<file path="src/rtl/adc_seq_pkg.sv">
package adc_seq_pkg;

    localparam int FIELD_W = 4;

    typedef enum logic [1:0] {
        SEQ_IDLE    = 2'd0,
        SEQ_REQUEST = 2'd1,
        SEQ_WAIT    = 2'd2,
        SEQ_PUSH    = 2'd3
    } seq_state_t;

    // One step field; packed order puts the reserved bit at the top.
    typedef struct packed {
        logic rsvd;
        logic irq_en;
        logic last;
        logic diff;
    } step_cfg_t;

endpackage

</file>
<file path="src/rtl/seqr_cfg_store.sv">
module seqr_cfg_store
    import adc_seq_pkg::*;
#(
    parameter int N_STEPS     = 8,
    parameter int SEL_W       = 4,
    parameter int SINGLE_STEP = 0,
    parameter int CTL_W       = N_STEPS * FIELD_W,
    parameter int SEL_TOT     = N_STEPS * SEL_W
) (
    input  logic               clk,
    input  logic               rst_n,
    input  logic               ctl_we,
    input  logic [CTL_W-1:0]   ctl_wdata,
    input  logic               sel_we,
    input  logic [SEL_TOT-1:0] sel_wdata,
    output logic [CTL_W-1:0]   ctl_q,
    output logic [SEL_TOT-1:0] sel_q
);

    genvar g;
    generate
        for (g = 0; g < N_STEPS; g++) begin : g_step
            localparam bit FORCE_LAST = (SINGLE_STEP != 0) && (g == 0);
            step_cfg_t wr_f;
            step_cfg_t rd_f;
            logic [2:0] bits_q;
            logic       unused_wr_rsvd;

            assign wr_f           = ctl_wdata[g*FIELD_W +: FIELD_W];
            assign unused_wr_rsvd = wr_f.rsvd;

            always_ff @(posedge clk) begin
                if (!rst_n) begin
                    bits_q <= '0;
                end else if (ctl_we) begin
                    bits_q <= {wr_f.irq_en, wr_f.last, wr_f.diff};
                end
            end

            always_comb begin
                rd_f.rsvd   = 1'b0;
                rd_f.irq_en = bits_q[2];
                rd_f.last   = bits_q[1] | FORCE_LAST;
                rd_f.diff   = bits_q[0];
            end

            assign ctl_q[g*FIELD_W +: FIELD_W] = rd_f;
        end
    endgenerate

    always_ff @(posedge clk) begin
        if (!rst_n) begin
            sel_q <= '0;
        end else if (sel_we) begin
            sel_q <= sel_wdata;
        end
    end

endmodule

</file>
<file path="src/rtl/seqr_step_view.sv">
module seqr_step_view
    import adc_seq_pkg::*;
#(
    parameter int N_STEPS = 8,
    parameter int SEL_W   = 4,
    parameter int STEP_W  = 3,
    parameter int CH_W    = SEL_W + 1,
    parameter int CTL_W   = N_STEPS * FIELD_W,
    parameter int SEL_TOT = N_STEPS * SEL_W
) (
    input  logic [STEP_W-1:0]  step_idx,
    input  logic [CTL_W-1:0]   ctl_q,
    input  logic [SEL_TOT-1:0] sel_q,
    output logic               cur_irq_en,
    output logic               cur_last,
    output logic               cur_diff,
    output logic [CH_W-1:0]    ch_pos,
    output logic [CH_W-1:0]    ch_neg
);

    localparam logic [STEP_W-1:0] LAST_IDX = STEP_W'(N_STEPS - 1);

    logic             f_ie   [N_STEPS];
    logic             f_last [N_STEPS];
    logic             f_diff [N_STEPS];
    logic [SEL_W-1:0] f_sel  [N_STEPS];
    logic [N_STEPS-1:0] unused_rsvd;

    genvar g;
    generate
        for (g = 0; g < N_STEPS; g++) begin : g_unpack
            step_cfg_t fld;
            assign fld            = ctl_q[g*FIELD_W +: FIELD_W];
            assign f_ie[g]        = fld.irq_en;
            assign f_last[g]      = fld.last;
            assign f_diff[g]      = fld.diff;
            assign unused_rsvd[g] = fld.rsvd;
            assign f_sel[g]       = sel_q[g*SEL_W +: SEL_W];
        end
    endgenerate

    always_comb begin
        cur_irq_en = f_ie[step_idx];
        cur_diff   = f_diff[step_idx];
        // The final slot always ends the run so a missing mark cannot loop.
        cur_last   = f_last[step_idx] || (step_idx == LAST_IDX);
        if (cur_diff) begin
            ch_pos = {f_sel[step_idx], 1'b0};
            ch_neg = {f_sel[step_idx], 1'b1};
        end else begin
            ch_pos = {1'b0, f_sel[step_idx]};
            ch_neg = '0;
        end
    end

endmodule

</file>
<file path="src/rtl/seqr_irq_flag.sv">
module seqr_irq_flag (
    input  logic clk,
    input  logic rst_n,
    input  logic set_pulse,
    input  logic clr_pulse,
    input  logic mask_en,
    output logic raw,
    output logic masked
);

    logic raw_q;

    always_ff @(posedge clk) begin
        if (!rst_n) begin
            raw_q <= 1'b0;
        end else if (set_pulse) begin
            raw_q <= 1'b1;
        end else if (clr_pulse) begin
            raw_q <= 1'b0;
        end
    end

    assign raw    = raw_q;
    assign masked = raw_q & mask_en;

endmodule

</file>
<file path="src/rtl/seqr_ctrl_fsm.sv">
module seqr_ctrl_fsm
    import adc_seq_pkg::*;
#(
    parameter int STEP_W = 3,
    parameter int RES_W  = 12
) (
    input  logic              clk,
    input  logic              rst_n,
    input  logic              trigger,
    input  logic              conv_done,
    input  logic [RES_W-1:0]  conv_result,
    input  logic              cur_last,
    input  logic              cur_irq_en,
    output logic [STEP_W-1:0] step_idx,
    output logic              conv_req,
    output logic              push_valid,
    output logic [RES_W-1:0]  push_data,
    output logic              irq_set
);

    seq_state_t        state_q, state_d;
    logic [STEP_W-1:0] step_q;
    logic [RES_W-1:0]  res_q;

    // Next-state decision.
    always_comb begin
        state_d = state_q;
        unique case (state_q)
            SEQ_IDLE:    if (trigger)   state_d = SEQ_REQUEST;   // start
            SEQ_REQUEST:                state_d = SEQ_WAIT;      // issue
            SEQ_WAIT:    if (conv_done) state_d = SEQ_PUSH;      // complete
            SEQ_PUSH:    state_d = cur_last ? SEQ_IDLE           // finish
                                            : SEQ_REQUEST;       // advance
            default:                    state_d = SEQ_IDLE;
        endcase
    end

    // State register.
    always_ff @(posedge clk) begin
        if (!rst_n) begin
            state_q <= SEQ_IDLE;
        end else begin
            state_q <= state_d;
        end
    end

    // Step counter and result capture.
    always_ff @(posedge clk) begin
        if (!rst_n) begin
            step_q <= '0;
            res_q  <= '0;
        end else begin
            if (state_q == SEQ_IDLE && trigger) begin
                step_q <= '0;
            end else if (state_q == SEQ_PUSH && !cur_last) begin
                step_q <= step_q + 1'b1;
            end
            if (state_q == SEQ_WAIT && conv_done) begin
                res_q <= conv_result;
            end
        end
    end

    // Outputs decoded from the state.
    always_comb begin
        conv_req   = 1'b0;
        push_valid = 1'b0;
        irq_set    = 1'b0;
        unique case (state_q)
            SEQ_IDLE:    ;
            SEQ_REQUEST: conv_req = 1'b1;
            SEQ_WAIT:    ;
            SEQ_PUSH: begin
                push_valid = 1'b1;
                irq_set    = cur_irq_en;
            end
            default:     ;
        endcase
    end

    assign step_idx  = step_q;
    assign push_data = res_q;

endmodule

</file>
<file path="src/rtl/adc_step_sequencer.sv">
module adc_step_sequencer
    import adc_seq_pkg::*;
#(
    parameter int N_STEPS     = 8,
    parameter int SEL_W       = 4,
    parameter int RES_W       = 12,
    parameter int SINGLE_STEP = 0,
    parameter int CTL_W       = N_STEPS * FIELD_W,
    parameter int SEL_TOT     = N_STEPS * SEL_W,
    parameter int CH_W        = SEL_W + 1,
    parameter int STEP_W      = (N_STEPS > 1) ? $clog2(N_STEPS) : 1
) (
    input  logic               clk,
    input  logic               rst_n,
    input  logic               cfg_ctl_we,
    input  logic [CTL_W-1:0]   cfg_ctl_wdata,
    input  logic               cfg_sel_we,
    input  logic [SEL_TOT-1:0] cfg_sel_wdata,
    output logic [CTL_W-1:0]   cfg_ctl_rdata,
    input  logic               irq_mask_en,
    input  logic               irq_clear,
    input  logic               trigger,
    output logic               conv_req,
    output logic               conv_diff,
    output logic [CH_W-1:0]    conv_pos,
    output logic [CH_W-1:0]    conv_neg,
    input  logic               conv_done,
    input  logic [RES_W-1:0]   conv_result,
    output logic               push_valid,
    output logic [RES_W-1:0]   push_data,
    output logic [STEP_W-1:0]  push_step,
    output logic               irq_raw,
    output logic               irq
);

    logic [CTL_W-1:0]   ctl_q;
    logic [SEL_TOT-1:0] sel_q;
    logic [STEP_W-1:0]  step_idx;
    logic               cur_irq_en;
    logic               cur_last;
    logic               irq_set;

    seqr_cfg_store #(
        .N_STEPS(N_STEPS), .SEL_W(SEL_W), .SINGLE_STEP(SINGLE_STEP),
        .CTL_W(CTL_W), .SEL_TOT(SEL_TOT)
    ) u_cfg (
        .clk(clk), .rst_n(rst_n),
        .ctl_we(cfg_ctl_we), .ctl_wdata(cfg_ctl_wdata),
        .sel_we(cfg_sel_we), .sel_wdata(cfg_sel_wdata),
        .ctl_q(ctl_q), .sel_q(sel_q)
    );

    seqr_step_view #(
        .N_STEPS(N_STEPS), .SEL_W(SEL_W), .STEP_W(STEP_W), .CH_W(CH_W),
        .CTL_W(CTL_W), .SEL_TOT(SEL_TOT)
    ) u_view (
        .step_idx(step_idx), .ctl_q(ctl_q), .sel_q(sel_q),
        .cur_irq_en(cur_irq_en), .cur_last(cur_last), .cur_diff(conv_diff),
        .ch_pos(conv_pos), .ch_neg(conv_neg)
    );

    seqr_ctrl_fsm #(
        .STEP_W(STEP_W), .RES_W(RES_W)
    ) u_fsm (
        .clk(clk), .rst_n(rst_n), .trigger(trigger),
        .conv_done(conv_done), .conv_result(conv_result),
        .cur_last(cur_last), .cur_irq_en(cur_irq_en),
        .step_idx(step_idx), .conv_req(conv_req),
        .push_valid(push_valid), .push_data(push_data), .irq_set(irq_set)
    );

    seqr_irq_flag u_irq (
        .clk(clk), .rst_n(rst_n), .set_pulse(irq_set), .clr_pulse(irq_clear),
        .mask_en(irq_mask_en), .raw(irq_raw), .masked(irq)
    );

    assign cfg_ctl_rdata = ctl_q;
    assign push_step     = step_idx;

endmodule

</file>
<file path="config.mk">
export PLATFORM = sky130hd
export DESIGN_NAME = adc_step_sequencer
export DESIGN_NICKNAME = d
export VERILOG_FILES = /design/src/rtl/adc_seq_pkg.sv /design/src/rtl/seqr_cfg_store.sv /design/src/rtl/seqr_step_view.sv /design/src/rtl/seqr_irq_flag.sv /design/src/rtl/seqr_ctrl_fsm.sv /design/src/rtl/adc_step_sequencer.sv
export SDC_FILE = /design/constraint.sdc
export NUM_CORES = 1
export LEC_CHECK = 0
export CELL_PAD_IN_SITES_DETAIL_PLACEMENT = 1
export CELL_PAD_IN_SITES_GLOBAL_PLACEMENT = 2
export CORE_MARGIN = 4
export CORE_UTILIZATION = 28
export CTS_BUF_LIST = sky130_fd_sc_hd__clkbuf_16
export DETAILED_ROUTE_END_ITERATION = 16
export GPL_TIMING_DRIVEN = 0
export HOLD_SLACK_MARGIN = 0.05
export PLACE_DENSITY = 0.83
export RECOVER_POWER = 100
export SYNTH_ARGS = -nofsm -noshare
export SYNTH_HDL_FRONTEND = slang
export SYNTH_HIERARCHICAL = 1
export SYNTH_SLANG_ARGS = --single-unit
</file>
<file path="constraint.sdc">
create_clock -name clk -period 5.2 [get_ports clk]
set_input_delay 0.52 -clock clk [delete_from_list [all_inputs] [get_ports clk]]
set_output_delay 0.52 -clock clk [all_outputs]
set_load 0.1 [all_outputs]
</file>
==> load_flow_metrics.sql <==
INSERT INTO impl_metrics (metric_group, metric, value, unit) VALUES
('run_status', 'result_of_the_run', 'complete, no violations', ''),
('floorplan', 'ios', '146', ''),
('setup_path', 'worstSetupPathType', 'reg -> out', ''),
('setup_path', 'worst-path-buf-inv', '4', ''),
('floorplan', 'chipWidth', '121.3', 'µm'),
('logic_synthesis', 'synthCells', '319', ''),
('detailed_routing', 'route.vias.total', '2747', ''),
('setup_path', 'cp_top_family', 'buffers and inverters', ''),
('sta', 'min_period', '4143', 'ps'),
('sta', 'period_share', '0.7968', ''),
('final_layout', 'fraction_of_final_layout_cells_with_drive_strength_greater_than_1', '0.1087', ''),
('clock_network', 'cts_root_buf', 'sky130_fd_sc_hd__clkbuf_16', ''),
('final_layout', 'antenna_cells', '0', ''),
('logic_synthesis', 'yosysWarnings', '6', ''),
('logic_synthesis', 'distinct_cell_type_count_of_the_synthesized_netlist', '34', ''),
('power', 'power-per-cell-area', '351.6', 'nW/µm²'),
('sta', 'relSlewSlack', '0.3015', ''),
('global_routing', 'global_route.usage.total', '0.1432', ''),
('sta', 'worst_clock_skew', '4.873', 'ps'),
('job', 'max-cap-violations', '0', ''),
('setup_path', 'cp.required', '4680', 'ps'),
('global_routing', 'grt_pass1_wl', '15.95', 'mm'),
('global_routing', 'antenna_violations_before_repair', '0', ''),
('detailed_routing', 'avgViaCountPerCell', '4.285', ''),
('setup_path', 'worstPathCellList', 'buf_6 > clkbuf_1 > mux4_2 > mux2i_1 > nor2_1 > buf_4 > dlygate4sd3_1', ''),
('power', 'power', '1.895', 'mW'),
('clock_network', 'cts_made_buffers', '9', ''),
('final_layout', 'finalNetCount', '554', ''),
('detailed_routing', 'drt-total-wl', '10.19', 'mm'),
('setup_path', 'crit_arrival', '3620', 'ps'),
('logic_synthesis', 'avgSynthCellArea', '11.26', 'µm²'),
('setup_path', 'cpPeakStageDelay', '920', 'ps'),
('sta', 'rsz0062_at_grt', 'no', ''),
('clock_network', 'post_cts_resized', '0', ''),
('placement', 'routabilityCongestion', '0.6955', ''),
('detailed_routing', 'dr.pass1.iters', '4', ''),
('clock_network', 'cts_num_sinks', '74', ''),
('clock_network', 'cts_tree', 'yes', ''),
('sta', 'worst-slew-pin-transition', '1044', 'ps'),
('detailed_routing', 'drtIter0Drc', '35', ''),
('clock_network', 'clk_pin_slew_worst_paths', '60', 'ps'),
('global_routing', 'grt_overflow_total', '0', ''),
('detailed_routing', 'drt.antenna.violating_nets', '0', ''),
('clock_network', 'postCtsHoldBufs', '0', ''),
('clock_network', 'postCtsSetupBuffers', '0', ''),
('setup_path', 'critPathSlowestCell', 'sky130_fd_sc_hd__dlygate4sd3_1', ''),
('logic_synthesis', 'synthTopCellsByArea', 'sky130_fd_sc_hd__dfxtp_1, sky130_fd_sc_hd__mux2i_1, sky130_fd_sc_hd__nor2b_1', ''),
('logic_synthesis', 'ys_ff_latch', '74', ''),
('sta', 'achievable-frequency', '0.2414', 'GHz'),
('setup_path', 'startpoint_type', 'register', ''),
('global_routing', 'pin_count_of_the_biggest_net_entering_global_routing', '13', ''),
('logic_synthesis', 'mappedNetlistArea', '3592', 'µm²'),
('power', 'power.static_leakage', '2.295', 'nW'),
('sta', 'final_hold_viol_count', '0', ''),
('logic_synthesis', 'part_of_the_yosys_area_used_for_sequential_elements', '0.4124', ''),
('logic_synthesis', 'synth_top_area_frac', '0.4124', ''),
('clock_network', 'cts_buffer_depth', '2', ''),
('placement', 'io_buffer_count', '127', ''),
('floorplan', 'die_height', '121.3', 'µm'),
('floorplan', 'overall_die_area', '14710', 'µm²'),
('power', 'irDropWorstVdd', '308.3', 'µV'),
('setup_path', 'timing.critical_path.to_type', 'primary output', ''),
('global_routing', 'first_global_vias', '2922', ''),
('clock_network', 'clkLatencyLatePin', '330', 'ps'),
('logic_synthesis', 'post-synth-top-area-cell', 'sky130_fd_sc_hd__dfxtp_1', ''),
('clock_network', 'clock_tree.htree_level_count', '3', ''),
('sta', 'timing.final.max_slew_violations', '0', ''),
('sta', 'setup_violations', '0', ''),
('final_layout', 'area_growth_syn_to_layout', '50.02', '%'),
('detailed_routing', 'drt-wirelength-per-cell', '15.90', 'µm'),
('min_path', 'holdCritPathClass', 'reg -> reg', ''),
('placement', 'post-dp-hpwl', '7.943', 'mm'),
('setup_path', 'crit_path_max_fanout', '10', ''),
('sta', 'final.setup.tns', '0', 'ps'),
('floorplan', 'floorplan.rows', '41', ''),
('floorplan', 'start_util', '0.2858', ''),
('floorplan', 'core', '12570', 'µm²'),
('detailed_routing', 'drc_errors', '0', '');
-- synth_stat cells (all sizes together) --
cell / number
o21a: 1
nor2b: 60
nand3b: 1
a21boi: 13
nand2: 27
xor2: 1
buf: 27
a21oi: 1
mux2: 2
ha: 6
clkbuf: 3
mux4: 13
dfxtp: 74
mux2i: 66
nand2b: 1
or3: 1
and2b: 1
inv: 3
conb: 1
xnor2: 1
nor2: 8
and2: 3
o41ai: 1
o21ai: 3
or3b: 1
-- area by class of cell --
class | count | area (µm²)
fillers | 1402 | 7179
clock inverters | 7 | 85.08
repair buffers | 127 | 1271
well taps | 172 | 215.2
multi-input cells | 219 | 1842
inverters | 3 | 11.26
flip-flops and latches | 74 | 1481
clock buffers | 9 | 225.2
plain buffers | 30 | 257.7
-- per-stage QoR --
stage / instances / hold WS, ps / utilization / setup WS (ps) / instance area, µm²
2_1_floorplan: 326 / 473.6 / - / 1012 / 3618
3_3_place_gp: 625 / 439.5 / 0.4062 / 1852 / 5105
3_5_place_dp: 625 / 450.7 / 0.4062 / 1840 / 5105
6_report: 641 / 456.2 / 0.4288 / 1057 / 5389
4_1_cts: 641 / 459.3 / 0.4309 / 1464 / 5415
5_1_grt: 641 / 481.4 / 0.4288 / 772.2 / 5389
-- placed cells by master (no fill, tap or decap), drive strengths merged --
| cell | netlist | routed |
|---|---|---|
| conb | 1 | 8 |
| bufinv | 0 | 2 |
| xor2 | 1 | 1 |
| clkinvlp | 0 | 1 |
| mux2 | 2 | 2 |
| nor2b | 60 | 60 |
| clkinv | 0 | 3 |
| or3b | 1 | 1 |
| buf | 27 | 21 |
| nand2b | 1 | 1 |
| nand2 | 27 | 27 |
| ha | 6 | 6 |
| clkdlybuf4s50 | 0 | 71 |
| o41ai | 1 | 1 |
| mux2i | 66 | 66 |
| clkbuf | 3 | 18 |
| nor2 | 8 | 8 |
| a21boi | 13 | 13 |
| dfxtp | 74 | 74 |
| nand3b | 1 | 1 |
| mux4 | 13 | 13 |
| o21a | 1 | 1 |
| and2 | 3 | 3 |
| inv | 3 | 4 |
| dlygate4sd3 | 0 | 56 |
| and2b | 1 | 1 |
| or3 | 1 | 1 |
| a21oi | 1 | 1 |
| xnor2 | 1 | 1 |
| o21ai | 3 | 3 |
-- worst reg2reg max path, stage by stage, from the launching register on --
cell                       delay (ps)
sky130_fd_sc_hd__dfxtp_1          410
sky130_fd_sc_hd__buf_6            180
sky130_fd_sc_hd__clkbuf_1         670
sky130_fd_sc_hd__mux4_2           610
sky130_fd_sc_hd__mux2_1           340
sky130_fd_sc_hd__and2b_1          280
sky130_fd_sc_hd__mux2i_1          200
sky130_fd_sc_hd__nor2_1            50
-- state kept, by name (all words and copies together), names as in the netlist --
name / count
u_fsm/state_q: 2
u_cfg/sel_q: 32
u_irq/raw: 1
u_cfg/g_step.bits_q: 24
u_fsm/push_data: 12
u_fsm/step_idx: 3
-- per-layer routing --
metal / part of all wire / global-route usage / vias to the layer above
met1: 0.42 / 0.1741 / 1277
met2: 0.47 / 0.2251 / 92
met4: 0.016 / 0.05252 / 0
met5: 0 / 0 / -
li1: - / - / 1364
met3: 0.093 / 0.06247 / 14
-- cells by family after synthesis --
| kind of cell | share of synthesized area |
|---|---|
| adders and majority gates | 0.02090 |
| muxes | 0.2783 |
| DFF | 0.4124 |
| AOI/OAI and AO/OA | 0.03727 |
| buffers and inverters | 0.08115 |
| other | 0.001044 |
| xor gates and xnor gates | 0.004877 |
| and+or+nand+nor | 0.1641 |
-- path summary, 6_finish.rpt --
check	endpoint	cells after the start	start	slack (ps)
setup reg to reg	u_fsm/step_idx[1]	7	u_fsm/step_idx[0]	2350
hold / removal	u_fsm/push_data[4]	2	u_fsm/push_data[4]	460
setup / recovery	conv_pos[4]	7	u_fsm/step_idx[0]	1060
hold reg to reg	u_fsm/push_data[4]	2	u_fsm/push_data[4]	460
-- power breakdown --
group	leakage [nW]	switching, mW	internal (mW)	total, mW
clock network	0.154	0.235	0.415	0.650
registers	0.608	0.0308	0.612	0.643
logic	1.53	0.399	0.204	0.603
total	2.29	0.665	1.23	1.89
No activity file was read; power rests on OpenSTA's default activity.
